$ cat config.mk
export PLATFORM = sky130hd
export DESIGN_NAME = timer_host_if
export DESIGN_NICKNAME = d
export VERILOG_FILES = /design/src/rtl/timer_if_pkg.sv /design/src/rtl/timer_strobe_edge.sv /design/src/rtl/timer_ctrl_decode.sv /design/src/rtl/timer_chan_regs.sv /design/src/rtl/timer_host_if.sv
export SDC_FILE = /design/constraint.sdc
export NUM_CORES = 1
export LEC_CHECK = 0
export ABC_AREA = 1
export BUFFER_PORTS_ARGS = -buffer_cell sky130_fd_sc_hd__buf_2
export CORE_MARGIN = 4
export CORE_UTILIZATION = 30
export DETAILED_ROUTE_END_ITERATION = 7
export PLACE_DENSITY = 0.48
export SETUP_SLACK_MARGIN = 0.15
export SYNTH_ARGS = -nofsm -noshare
export SYNTH_HDL_FRONTEND = slang
export SYNTH_SLANG_ARGS = --single-unit
$ cat constraint.sdc
create_clock -name clk -period 2 [get_ports clk]
set_input_delay 0.1 -clock clk [delete_from_list [all_inputs] [get_ports clk]]
set_output_delay 0.1 -clock clk [all_outputs]
set_load 0.005 [all_outputs]
$ cat src/rtl/timer_if_pkg.sv
package timer_if_pkg;

   // access style field of a control word (bits 5:4)
   localparam logic [1:0] ACC_SNAP  = 2'b00;
   localparam logic [1:0] ACC_LO    = 2'b01;
   localparam logic [1:0] ACC_HI    = 2'b10;
   localparam logic [1:0] ACC_LOHI  = 2'b11;

   // channel field value that marks a read-back command
   localparam logic [1:0] SEL_RDBACK = 2'b11;

   // address of the control register
   localparam logic [1:0] ADDR_CTRL = 2'b11;

   // fields of a control word
   typedef struct packed {
      logic [1:0] sel;
      logic [1:0] acc;
      logic [2:0] mode;
      logic       bcd;
   } ctrl_word_t;

endpackage

$ cat src/rtl/timer_strobe_edge.sv
module timer_strobe_edge (
   input  logic clk,
   input  logic rst_n,
   input  logic strobe_n,
   input  logic cs_n,
   output logic fall
);

   logic prev_q;

   always_ff @(posedge clk or negedge rst_n) begin
      if (!rst_n) prev_q <= 1'b1;
      else        prev_q <= strobe_n;
   end

   assign fall = prev_q & ~strobe_n & ~cs_n;


   single_pulse_chk: assert property (@(posedge clk) disable iff (!rst_n)
      fall |=> !fall);

endmodule

$ cat src/rtl/timer_ctrl_decode.sv
module timer_ctrl_decode #(
   parameter int NCH = 3
) (
   input  logic           cw_stb,
   input  logic [7:0]     din,
   output logic [NCH-1:0] prog,
   output logic [NCH-1:0] snap_cnt,
   output logic [NCH-1:0] snap_sts
);
   import timer_if_pkg::*;

   ctrl_word_t cw;
   logic       is_rb;

   assign cw    = ctrl_word_t'(din);
   assign is_rb = (cw.sel == SEL_RDBACK);

   for (genvar i = 0; i < NCH; i++) begin : g_ch
      logic sel_me;
      logic in_mask;
      assign sel_me      = !is_rb && (cw.sel == 2'(i));
      assign in_mask     = is_rb && din[1+i];
      assign prog[i]     = cw_stb && sel_me && (cw.acc != ACC_SNAP);
      assign snap_cnt[i] = cw_stb && ((sel_me && cw.acc == ACC_SNAP) ||
                                      (in_mask && !din[5]));
      assign snap_sts[i] = cw_stb && in_mask && !din[4];
   end

endmodule

$ cat src/rtl/timer_chan_regs.sv
module timer_chan_regs #(
   parameter int DW = 8
) (
   input  logic            clk,
   input  logic            rst_n,
   input  logic            wr_hit,
   input  logic            rd_hit,
   input  logic            prog,
   input  logic            snap_cnt,
   input  logic            snap_sts,
   input  logic [DW-1:0]   din,
   input  logic [2*DW-1:0] live,
   input  logic            out_lvl,
   output logic [DW-1:0]   rd_byte,
   output logic            load_stb,
   output logic [2*DW-1:0] load_val,
   output logic [2:0]      cfg_mode,
   output logic            cfg_bcd
);
   import timer_if_pkg::*;

   localparam int CW = 2 * DW;

   logic [1:0]    acc_q;
   logic [2:0]    mode_q;
   logic          bcd_q;
   logic          wr_ptr;
   logic          rd_ptr;
   logic [DW-1:0] low_q;
   logic          cnt_pend;
   logic [CW-1:0] cnt_hold;
   logic          sts_pend;
   logic [DW-1:0] sts_hold;
   logic [DW-1:0] sts_now;
   logic [CW-1:0] src;
   logic          last_byte;

   assign sts_now   = {out_lvl, 1'b0, acc_q, mode_q, bcd_q};
   assign src       = cnt_pend ? cnt_hold : live;
   assign last_byte = (acc_q != ACC_LOHI) || rd_ptr;
   assign cfg_mode  = mode_q;
   assign cfg_bcd   = bcd_q;

   always_comb begin
      if (sts_pend) begin
         rd_byte = sts_hold;
      end else begin
         unique case (acc_q)
            ACC_LO:  rd_byte = src[DW-1:0];
            ACC_HI:  rd_byte = src[CW-1:DW];
            default: rd_byte = rd_ptr ? src[CW-1:DW] : src[DW-1:0];
         endcase
      end
   end

   // configuration and pointers
   always_ff @(posedge clk or negedge rst_n) begin
      if (!rst_n) begin
         acc_q    <= ACC_LOHI;
         mode_q   <= '0;
         bcd_q    <= 1'b0;
         wr_ptr   <= 1'b0;
         rd_ptr   <= 1'b0;
         low_q    <= '0;
         load_stb <= 1'b0;
         load_val <= '0;
      end else begin
         load_stb <= 1'b0;
         if (wr_hit) begin
            unique case (acc_q)
               ACC_LO: begin
                  load_stb <= 1'b1;
                  load_val <= {{DW{1'b0}}, din};
               end
               ACC_HI: begin
                  load_stb <= 1'b1;
                  load_val <= {din, {DW{1'b0}}};
               end
               default: begin
                  if (!wr_ptr) begin
                     low_q  <= din;
                     wr_ptr <= 1'b1;
                  end else begin
                     load_stb <= 1'b1;
                     load_val <= {din, low_q};
                     wr_ptr   <= 1'b0;
                  end
               end
            endcase
         end
         if (rd_hit && !sts_pend && acc_q == ACC_LOHI)
            rd_ptr <= ~rd_ptr;
         if (prog) begin
            acc_q  <= din[5:4];
            mode_q <= din[3:1];
            bcd_q  <= din[0];
            wr_ptr <= 1'b0;
            rd_ptr <= 1'b0;
         end
      end
   end

   // snapshots
   always_ff @(posedge clk or negedge rst_n) begin
      if (!rst_n) begin
         cnt_pend <= 1'b0;
         cnt_hold <= '0;
         sts_pend <= 1'b0;
         sts_hold <= '0;
      end else begin
         if (rd_hit) begin
            if (sts_pend)                    sts_pend <= 1'b0;
            else if (cnt_pend && last_byte)  cnt_pend <= 1'b0;
         end
         if (snap_cnt && !cnt_pend) begin
            cnt_pend <= 1'b1;
            cnt_hold <= live;
         end
         if (snap_sts && !sts_pend) begin
            sts_pend <= 1'b1;
            sts_hold <= sts_now;
         end
      end
   end


   cnt_hold_chk: assert property (@(posedge clk) disable iff (!rst_n)
      (cnt_pend && $past(cnt_pend)) |-> $stable(cnt_hold));


   sts_hold_chk: assert property (@(posedge clk) disable iff (!rst_n)
      (sts_pend && $past(sts_pend)) |-> $stable(sts_hold));


   ptr_clear_chk: assert property (@(posedge clk) disable iff (!rst_n)
      prog |=> (!wr_ptr && !rd_ptr));

endmodule

$ cat src/rtl/timer_host_if.sv
module timer_host_if #(
   parameter int NCH = 3,
   parameter int DW  = 8
) (
   input  logic             clk,
   input  logic             rst_n,
   input  logic             cs_n,
   input  logic             rd_n,
   input  logic             wr_n,
   input  logic [1:0]       addr,
   input  logic [DW-1:0]    wdata,
   output logic [DW-1:0]    rdata,
   input  logic [NCH*2*DW-1:0] live_cnt,
   input  logic [NCH-1:0]   out_lvl,
   output logic [NCH-1:0]   load_stb,
   output logic [NCH*2*DW-1:0] load_val,
   output logic [NCH*3-1:0] cfg_mode,
   output logic [NCH-1:0]   cfg_bcd
);
   import timer_if_pkg::*;

   localparam int CW = 2 * DW;

   if (NCH < 1 || NCH > 3) begin : g_bad_nch
      $error("timer_host_if: NCH must be 1 to 3");
   end
   if (DW != 8) begin : g_bad_dw
      $error("timer_host_if: control word layout needs DW of 8");
   end

   logic           wr_fall;
   logic           rd_fall;
   logic           cw_stb;
   logic [NCH-1:0] prog;
   logic [NCH-1:0] snap_cnt;
   logic [NCH-1:0] snap_sts;
   logic [DW-1:0]  rd_byte [NCH];
   logic [DW-1:0]  sel_byte;

   timer_strobe_edge i_wr_edge (
      .clk(clk), .rst_n(rst_n), .strobe_n(wr_n), .cs_n(cs_n), .fall(wr_fall));

   timer_strobe_edge i_rd_edge (
      .clk(clk), .rst_n(rst_n), .strobe_n(rd_n), .cs_n(cs_n), .fall(rd_fall));

   assign cw_stb = wr_fall && (addr == ADDR_CTRL);

   timer_ctrl_decode #(.NCH(NCH)) i_decode (
      .cw_stb(cw_stb), .din(wdata[7:0]),
      .prog(prog), .snap_cnt(snap_cnt), .snap_sts(snap_sts));

   for (genvar i = 0; i < NCH; i++) begin : g_chan
      timer_chan_regs #(.DW(DW)) i_chan (
         .clk      (clk),
         .rst_n    (rst_n),
         .wr_hit   (wr_fall && addr == 2'(i)),
         .rd_hit   (rd_fall && addr == 2'(i)),
         .prog     (prog[i]),
         .snap_cnt (snap_cnt[i]),
         .snap_sts (snap_sts[i]),
         .din      (wdata),
         .live     (live_cnt[i*CW +: CW]),
         .out_lvl  (out_lvl[i]),
         .rd_byte  (rd_byte[i]),
         .load_stb (load_stb[i]),
         .load_val (load_val[i*CW +: CW]),
         .cfg_mode (cfg_mode[i*3 +: 3]),
         .cfg_bcd  (cfg_bcd[i]));
   end

   always_comb begin
      sel_byte = '0;
      for (int i = 0; i < NCH; i++)
         if (addr == 2'(i)) sel_byte = rd_byte[i];
   end

   always_ff @(posedge clk or negedge rst_n) begin
      if (!rst_n)       rdata <= '0;
      else if (rd_fall) rdata <= sel_byte;
   end


   load_onehot_chk: assert property (@(posedge clk) disable iff (!rst_n)
      $onehot0(load_stb));


   load_src_chk: assert property (@(posedge clk) disable iff (!rst_n)
      (|load_stb) |-> $past(wr_fall));


   rdata_hold_chk: assert property (@(posedge clk) disable iff (!rst_n)
      !$past(rd_fall) |-> $stable(rdata));

endmodule

# After elaboration in Yosys (flattened, before gate mapping)

Cells that the tools add are included.

Word-level logic and storage cells: 246
Flip-flop bits (word level): 184
Bits in read-only memories: 0
Latch bits: 0
Memories kept: 0
Bits in writable memories: 0
Output and inout port bits: 71

Div/mod/pow operators: 0
Order comparisons: 0
Eq/ne operators: 24
$mul: 0
Mux-type cells: 66
Add/sub/neg operators: 0
Reductions and logical operators: 101
Bitwise logic cells: 16
Shifts and indexed selects: 0

Operators by type and width:

| kind                 | number |
|---|---|
| $mux W16             | 6 |
| $pmux W16 S2         | 3 |
| $mux W8              | 9 |
| $logic_and A1 B1 Y1  | 49 |
| $pmux W8 S2          | 3 |
| $mux W1              | 45 |
| $reduce_bool A2 Y1   | 16 |
| $eq A2 B2 Y1 const B | 10 |
| $reduce_and A3 Y1    | 6 |
| $ne A2 B2 Y1 const B | 6 |
| $not A1 Y1           | 12 |
| $reduce_and A2 Y1    | 6 |
| $eq A2 B1 Y1 const B | 5 |
| $logic_not A1 Y1     | 9 |
| $reduce_bool A3 Y1   | 3 |
| $logic_not A2 Y1     | 3 |
| $logic_or A1 B1 Y1   | 6 |
| $ne A2 B1 Y1 const B | 3 |
| $reduce_or A2 Y1     | 3 |
| $and A1 B1 Y1        | 4 |

# Depth between registers and ports, before layout

Gate-level depths: netlist of the first run.

Depth in word-level cells: 9
Depth in mapped cells: 12

# Modules after synthesis

From an unflattened synthesis of the first run, not the netlist that was laid out.

Cell total of the unflattened synthesis: 1135
Area total of the unflattened synthesis: 9117.5 um2

By module, submodules not included:

| module                                 | cells each | area an instance (um2) | times used |
|---|---|---|---|
| timer_chan_regs (g_chan[1].i_chan ...) | 330        | 2778.9                 | 2 |
| timer_chan_regs (g_chan[0].i_chan)     | 346        | 2771.4                 | 1 |
| timer_host_if                          | 95         | 598.1                  | 1 |
| timer_ctrl_decode                      | 26         | 110.1                  | 1 |
| timer_strobe_edge                      | 4          | 40.0                   | 2 |

# Worst setup path after synthesis of the first run

No wires, ideal clock.

Path type: flip-flop to flip-flop
From: register g_chan[0].i_chan.acc_q[0]
To: register g_chan[0].i_chan.low_q[6]
Clock period less this slack: 2.034 ns
Buffers on the path: 2
Setup slack: -0.034 ns
Arrival: 1.903 ns
Cell stages (with the launch flop): 10
Cell sequence: dfstp_2 inv_1 ha_1 buf_2 inv_1 nor2_4 nand4_1 clkbuf_1 nand2_1 o21ai_0

Longest elaborated chain between the ends: 4
Elaborated cells on any way between the ends: 5
Classes of those cells: eq/ne: 2; bitwise: 1; reduce/logical: 2

Ends and longest elaborated chain:

| element                                      | RTL line              | text |
|---|---|---|
| start: declaration                           | timer_chan_regs.sv:24 | `logic [1:0] acc_q;` |
| start signal: assignment                     | timer_chan_regs.sv:94 | `acc_q <= din[5:4];` |
| $eq A2 B1 Y1 or $eq A2 B2 Y1 (tied branches) | timer_chan_regs.sv:70 | `unique case (acc_q)` |
| $reduce_or A2 Y1 (no line) *                 | --                    |  |
| $not A1 Y1 (no line) *                       | --                    |  |
| $reduce_and A3 Y1 (no line) *                | --                    |  |
| end signal: assignment                       | timer_chan_regs.sv:81 | `low_q <= din;` |
| end: declaration                             | timer_chan_regs.sv:29 | `logic [DW-1:0] low_q;` |

Every way passes the cells marked *; elsewhere a longest branch is shown, timed or not.
A chain may end at the register's enable or synchronous reset.

# Final worst setup path of the first run

From: register i_wr_edge.prev_q
To: register g_chan[1].i_chan.load_val[14]

Longest elaborated chain between the ends: 4

Ends and longest elaborated chain:

| element                     | RTL line                | text |
|---|---|---|
| start: declaration          | timer_strobe_edge.sv:9  | `logic prev_q;` |
| start signal: assignment    | timer_strobe_edge.sv:13 | `else prev_q <= strobe_n;` |
| $and A1 B1 Y1 (2 in a row)  | timer_strobe_edge.sv:16 | `assign fall = prev_q & ~strobe_n & ~cs_n;` |
| $logic_and A1 B1 Y1         | timer_host_if.sv:56     | `.wr_hit (wr_fall && addr == 2'(i)),` |
| $reduce_and A2 Y1 (no line) | --                      |  |
| end signal: assignment      | timer_chan_regs.sv:73   | `load_val <= {{DW{1'b0}}, din};` |
| end signal: assignment      | timer_chan_regs.sv:77   | `load_val <= {din, {DW{1'b0}}};` |
| end signal: assignment      | timer_chan_regs.sv:85   | `load_val <= {din, low_q};` |
| end: declaration            | timer_chan_regs.sv:16   | `output logic [2*DW-1:0] load_val,` |

No other way between the ends.

==> results of run 1 <==
-- sequential cells by signal, indices dropped and copies added (netlist names), 6 cells and up --
name,flops
rdata,8
g_chan.i_chan.sts_hold,21
g_chan.i_chan.acc_q,6
g_chan.i_chan.cfg_mode,9
g_chan.i_chan.load_val,48
g_chan.i_chan.low_q,24
g_chan.i_chan.cnt_hold,48
-- per-layer routing --
| layer | wire length, um | global-route usage, % | up-vias |
|---|---|---|---|
| met4 | 312 | 4.541 | 0 |
| li1 | - | - | 3924 |
| met2 | 13240 | 28.20 | 164 |
| met1 | 13530 | 25.28 | 3731 |
| met5 | 0 | 0 | - |
| met3 | 1022 | 2.543 | 19 |
-- layout by cell type (no fill, tap or decap), types with 3 or more instances in the layout --
| master | netlist | routed |
|---|---|---|
| buf_4 | 10 | 51 |
| a31oi_1 | 8 | 8 |
| buf_2 | 6 | 135 |
| o211ai_1 | 16 | 16 |
| dfstp_2 | 8 | 8 |
| mux2_2 | 4 | 4 |
| ha_1 | 9 | 6 |
| clkbuf_16 | 0 | 17 |
| clkinv_1 | 3 | 3 |
| nand3_1 | 74 | 63 |
| nand2_2 | 1 | 27 |
| nor3_1 | 3 | 3 |
| buf_12 | 0 | 9 |
| nor2_4 | 4 | 7 |
| nand3_2 | 0 | 11 |
| nand4_1 | 3 | 3 |
| o21ai_1 | 2 | 9 |
| nand2_1 | 319 | 292 |
| inv_6 | 0 | 5 |
| o21ai_0 | 182 | 174 |
| nor2_1 | 69 | 65 |
| o21a_1 | 16 | 16 |
| inv_1 | 93 | 87 |
| dlygate4sd3_1 | 0 | 57 |
| ha_4 | 0 | 3 |
| a21oi_1 | 18 | 16 |
| nor2_2 | 2 | 4 |
| inv_2 | 0 | 3 |
| dfrtp_1 | 176 | 176 |
-- stage by stage --
| stage | setup TNS, ns | utilization [%] | total power [mW] | setup slack, ns | std cells |
|---|---|---|---|---|---|
| 2_1_floorplan | 0 | - | 5.969 | 0.07255 | 1071 |
| 3_3_place_gp | 0 | 35.40 | 7.171 | 0.02690 | 1592 |
| 3_5_place_dp | -0.05903 | 35.40 | 7.187 | -0.03723 | 1592 |
| 4_1_cts | 0 | 39.59 | 10.63 | 0.1311 | 1683 |
| 5_1_grt | 0 | 40.35 | 11.29 | 0.03200 | 1690 |
| 6_report | 0 | 40.36 | 10.66 | 0.1572 | 1691 |
-- layout make-up --
type	instances	share of cell area (%)
multi-input cells	740	31.87
repair buffers	255	15.98
flip-flops and latches	184	39.94
well taps	384	4.159
diodes	1	0.02166
clock inverters	12	1.007
clock buffers	19	3.747
inverters	96	3.271
-- path summary, 6_finish.rpt --
| check | from | end | slack, ns | cells after the start |
|---|---|---|---|---|
| max in group asynchronous | rst_n | g_chan[1].i_chan.acc_q[0]$_DFFE_PN1P_ | 1.06 | 3 |
| setup reg to reg | i_wr_edge.prev_q$_DFF_PN1_ | g_chan[1].i_chan.load_val[14]$_DFFE_PN0P_ | 0.16 | 9 |
| hold reg to reg | g_chan[2].i_chan.sts_hold[2]$_DFFE_PN0P_ | g_chan[2].i_chan.sts_hold[2]$_DFFE_PN0P_ | 0.47 | 2 |
| setup / recovery | i_wr_edge.prev_q$_DFF_PN1_ | g_chan[1].i_chan.load_val[14]$_DFFE_PN0P_ | 0.16 | 9 |
| hold / removal | wdata[2] | g_chan[1].i_chan.load_val[10]$_DFFE_PN0P_ | 0.04 | 3 |
| min in group asynchronous | rst_n | g_chan[0].i_chan.cnt_hold[0]$_DFFE_PN0P_ | 0.21 | 2 |
-- worst min-delay path, delay by kind of cell --
kind                   cells  cell delay, ns
buffers and inverters      1            0.19
and+or+nand+nor            2            0.15
-- timing repair --
action	in CTS	in global routing
gates resized for setup	10	49
endpoints found under the hold margin	100	0
hold buffers	57	0
endpoints found under the setup margin	41	55
gates cloned	0	1
buffers inserted	3	6
pin swaps	5	31
-- logic make-up after synthesis --
| family | count (synthesis) |
|---|---|
| buffers and inverters | 148 |
| and+or+nand+nor | 480 |
| xor gates and xnor gates | 2 |
| muxes | 5 |
| AOI/OAI and AO/OA | 243 |
| DFF | 184 |
| adders and majority gates | 9 |
-- power by group --
group / switching (mW) / internal, mW / leakage [nW]
sequential: 0.420 / 4.36 / 2.37
clock: 1.56 / 1.73 / 0.265
combinational: 1.45 / 1.15 / 3.17
==> qor.yml, run 1 <==
port_buffers: 136
wl_per_cell_um: 16.62
yosysWarningCount: 0
critPathBufInv: 3
route.vias.total: 7838
synth_top_family_by_area: "simple AND/OR/NAND/NOR gates"
period_minus_slack_ns: 1.843
grt_pass1_wl_mm: 43.62
syn_to_final_growth_pct: 32.83
crit_required_ns: 2.38
path_delay_family: "simple AND/OR/NAND/NOR gates"
yosys_most_used_dff: "dfrtp_1"
fp-row-count: 62
grt_pass1_vias: 7715
dr.pass1.iters: 5
synth-xor-area-share_pct: 0.2014
ys_ff_latch: 184
cp.arrival_ns: 2.22
finalMaxSlewViolations: 0
relSlewSlack_pct: 65.21
setup_viol_count_final: 0
multi_input_area_mm2: 0.003682
synthTopCellsByArea: "dfrtp_1, nand2_1, o21ai_0"
synthMostInstantiatedCell: "nand2_1"
syn_avg_cell_area_um2: 8.121
min_path_type: "in -> reg"
dr.first_iter.drc_count: 516
cts_tree: "built"
cts_buffers: 17
p_leak_nw: 5.805
fill_cells: 2975
place_congestion: 0.8488
fin_area_mm2: 0.01155
synth.distinct_cells: 32
netlist.area_leader.share_pct: 50.64
fin_crit_sh_pct: 92.14
async_flop_share_pct: 100.0
final_antenna_net_count: 0
rsz0062_at_grt: "true"
htree_levels: 4
end_kind: "register"
postSynthCellCount: 1071
seq_area_frac_synth_pct: 53.06
grt_antenna_before_repair: 0
max_stage_delay_ns: 0.51
power.density_mw_per_mm2: 922.6
finClkSkew_ns: 0.01344
hold_viol_final: 0
synth-compound-area-share_pct: 15.05
critPathKind: "reg -> reg"
initial_core_util_pct: 30.38
cts.clk_slew.worst_paths_ns: 0.07
drv_cap: 0
synth-simple-area-share_pct: 22.67
worstPathCellList: "nand2_1 > nor2_1 > buf_4 > nand3_1 > nor2_4 > buf_12 > buf_4 > nand3_1 > nand2_1"
yosysTopAreaCell: "dfrtp_1"
hpwl_mm: 19.68
overflow: 0
ir_drop_uv: 539.6
yosys.area_share.adder_pct: 1.295
worst-path-max-fanout: 13
io_pins: 137
synthTopCellsByCount: "nand2_1, o21ai_0, dfrtp_1"
clock_latency_ns: 0.44
slowest_stage: "dfstp_2"
die_w_um: 178.3
clockBufferDepth: 2
hold_ws_ns: 0.03565
nets: 1369
fp.coreArea_mm2: 0.02863
tightest_slew_ns: 0.5213
die_area_mm2: 0.03178
drive_gt1_share_pct: 23.43
clock-root-buffer: "clkbuf_16"
finalWirelength_mm: 28.11
regArea_mm2: 0.004614
synth_edf_count: 0
max_freq_mhz: 542.6
postPlaceCellArea_mm2: 0.01013
clkSinkCount: 184
viasPerCell: 4.635
synth_nets: 1146
muxShareOfSynthArea_pct: 0.6474
grt_max_degree: 53
status: "completed"
die_y_um: 178.3
synth_area_mm2: 0.008697
grt_use_total_pct: 17.65
drc: 0
critPathLaunchType: "register"
Power figures use the tool's default switching activity.
==> inputs of run 2 (changes only) <==
ABC_AREA = unset   (was 1)
CORE_MARGIN = unset   (was 4)
==> run 2 against run 1 <==
Against the previous run:
- the run now ends with negative setup slack left
- cell count shrank 14%
- non-clock buffer count grew 66
- synthesized cell count shrank 28%
- global-route usage shrank 0.058 points
- combinational power is essentially flat
- clock power grew 3%
- critical path type unchanged
- largest cell class is now multi-input combinational cells
- highest routed layer unchanged
==> qor.yml, run 2 <==
status: "complete, but fails checks"
violations: "negative setup slack"
synth_area_mm2: 0.008716
initial_core_util_pct: 30.45
grt_antenna_before_repair: 0
clock-root-buffer: "clkbuf_16"
diodes: 0
clock_latency_ns: 0.44
max_freq_mhz: 437.7
drc: 0
nets: 1140
fp-row-count: 62
dp_slack_ns: -0.3106
power.density_mw_per_mm2: 796.0
hpwl_mm: 17.13
dp.cells: 1323
drv_cap: 0
clockBufferDepth: 2
end_kind: "register"
fin_area_mm2: 0.01329
overflow: 0
critPathKind: "reg -> reg"
yosysTopAreaCell: "dfrtp_1"
final_antenna_net_count: 0
ir_drop_uv: 450.9
fin_crit_sh_pct: 114.2
dr.pass1.iters: 5
dr.first_iter.drc_count: 409
grt_pass1_wl_mm: 39.38
synth_edf_count: 0
min_path_type: "in -> reg"
final_common_cell: "dfrtp_1"
synth_nets: 851
crit_required_ns: 2.32
syn_to_final_growth_pct: 52.48
htree_levels: 4
cp.arrival_ns: 2.60
finalMaxSlewViolations: 0
fin_ws_ns: -0.2846
top_regs: "g_chan.i_chan.cnt_hold x48, g_chan.i_chan.load_val x48, g_chan.i_chan.low_q x24"
async_flop_share_pct: 100.0
grt_max_degree: 56
drive_gt1_share_pct: 53.25
grt_pass1_vias: 6698
postLayoutCoreUtil_pct: 46.43
period_minus_slack_ns: 2.285
tightest_slew_ns: 0.6726
postSynthCellCount: 776
final_cells: 1462
place_congestion: 0.7320
critPathLaunchType: "register"
cts_tree: "built"
io_pins: 137
worst-path-max-fanout: 8
netlist.area_leader.share_pct: 50.53
finClkSkew_ns: 0.01288
fin_setup_tns_ns: -27.60
postPlaceCellArea_mm2: 0.01061
p_leak_nw: 6.248
grt_use_total_pct: 17.60
setup_viol_count_final: 163
rsz0062_at_grt: "true"
syn_avg_cell_area_um2: 11.23
synthTopCellsByArea: "dfrtp_1, mux2_2, mux2i_1"
die_y_um: 172.5
synthMostInstantiatedCell: "dfrtp_1"
cts_buffers: 17
cts.clk_slew.worst_paths_ns: 0.07
die_w_um: 172.5
design_power_total_mw: 10.58
wl_per_cell_um: 17.74
synth.distinct_cells: 49
yosys_most_used_dff: "dfrtp_1"
fp.coreArea_mm2: 0.02863
finalWirelength_mm: 25.93
clkSinkCount: 184
hold_ws_ns: 0.03429
viasPerCell: 4.761
relSlewSlack_pct: 55.16
fill_cells: 2655
die_area_mm2: 0.02974
synthTopCellsByCount: "dfrtp_1, mux2_2, nand2_1"
seq_area_frac_synth_pct: 52.94
ys_ff_latch: 184
route.vias.total: 6961
yosysWarningCount: 0
port_buffers: 136
hold_viol_final: 0
final_cell_mix: "dfrtp_1, buf_2, mux2_2"
-- run 2: cell types whose count changed after synthesis, moves of 44 or more --
| cell | change |
|---|---|
| inv_1 | -71 |
| mux2_2 | +115 |
| mux2i_1 | +44 |
| nand2_1 | -237 |
| nand3_1 | -47 |
| o21ai_0 | -154 |
-- run 2: critical path, cell delays in order, from the launching register on --
cell and delay, ns:
dfstp_2 0.52, or3b_4 0.38, or3_4 0.42, buf_6 0.14, nor3_4 0.11, buf_6 0.15
clkbuf_16 0.16, mux2_4 0.29
-- run 2: layout make-up --
cell class                 count  area (um^2)  share of cell area, %
tap                          384        480.5                  3.615
sequential                   184         4614                  34.72
timing repair buffer         321         2746                  20.66
clock buffer                  17        425.4                  3.201
clock inverter                15        156.4                  1.177
inverter                      24        106.4                 0.8002
multi-input combinational    517         4761                  35.82
-- run 2: logic make-up after synthesis --
kind of cell             count (synthesis)  share of synthesized area (%)
AND/OR/NAND/NOR                        221                          12.45
flip-flops                             184                          52.94
multiplexers                           163                          20.43
AO/OA/AOI/OAI                          120                          8.800
buffers and inverters                   76                          3.790
adder cells (fa/ha/maj)                  9                          1.292
XOR/XNOR                                 3                         0.3015
-- run 2: power breakdown --
group	internal [mW]	switching [mW]	leakage [nW]	total, mW
clock	1.67	1.70	0.284	3.38
combinational	1.36	1.23	3.54	2.59
sequential	4.23	0.381	2.42	4.61
total	7.27	3.31	6.25	10.6
-- run 2: layer usage --
metal  track usage (%)  up-vias  part of all wire, %
met5                 0        -                    0
met4             5.002        0                  1.4
met3             3.182       23                  3.6
met2             28.03      144                   48
met1             24.29     3480                   47
li1                  -     3314                    -
-- run 2: worst paths after layout --
kind / slack [ns] / depth (start not counted) / startpoint / endpoint
worst max register to register: -0.28 / 7 / i_wr_edge.prev_q$_DFF_PN1_ / g_chan[0].i_chan.cnt_hold[10]$_DFFE_PN0P_
worst min-delay path: 0.03 / 2 / wdata[1] / g_chan[2].i_chan.cfg_mode[0]$_DFFE_PN0P_
worst max-delay path: -0.28 / 7 / i_wr_edge.prev_q$_DFF_PN1_ / g_chan[0].i_chan.cnt_hold[10]$_DFFE_PN0P_
max in group asynchronous: 1.12 / 3 / rst_n / g_chan[1].i_chan.acc_q[1]$_DFFE_PN1P_
min in group asynchronous: 0.21 / 2 / rst_n / g_chan[2].i_chan.cnt_hold[9]$_DFFE_PN0P_
worst min register to register: 0.47 / 2 / g_chan[2].i_chan.load_val[8]$_DFFE_PN0P_ / g_chan[2].i_chan.load_val[8]$_DFFE_PN0P_
-- run 2: timing repair --
item	in CTS	in global routing
pin swaps	38	59
gates resized for setup	130	154
setup endpoints to repair	178	179
gates cloned	7	3
hold endpoints to repair	99	0
hold buffers	54	0
setup buffers	25	18
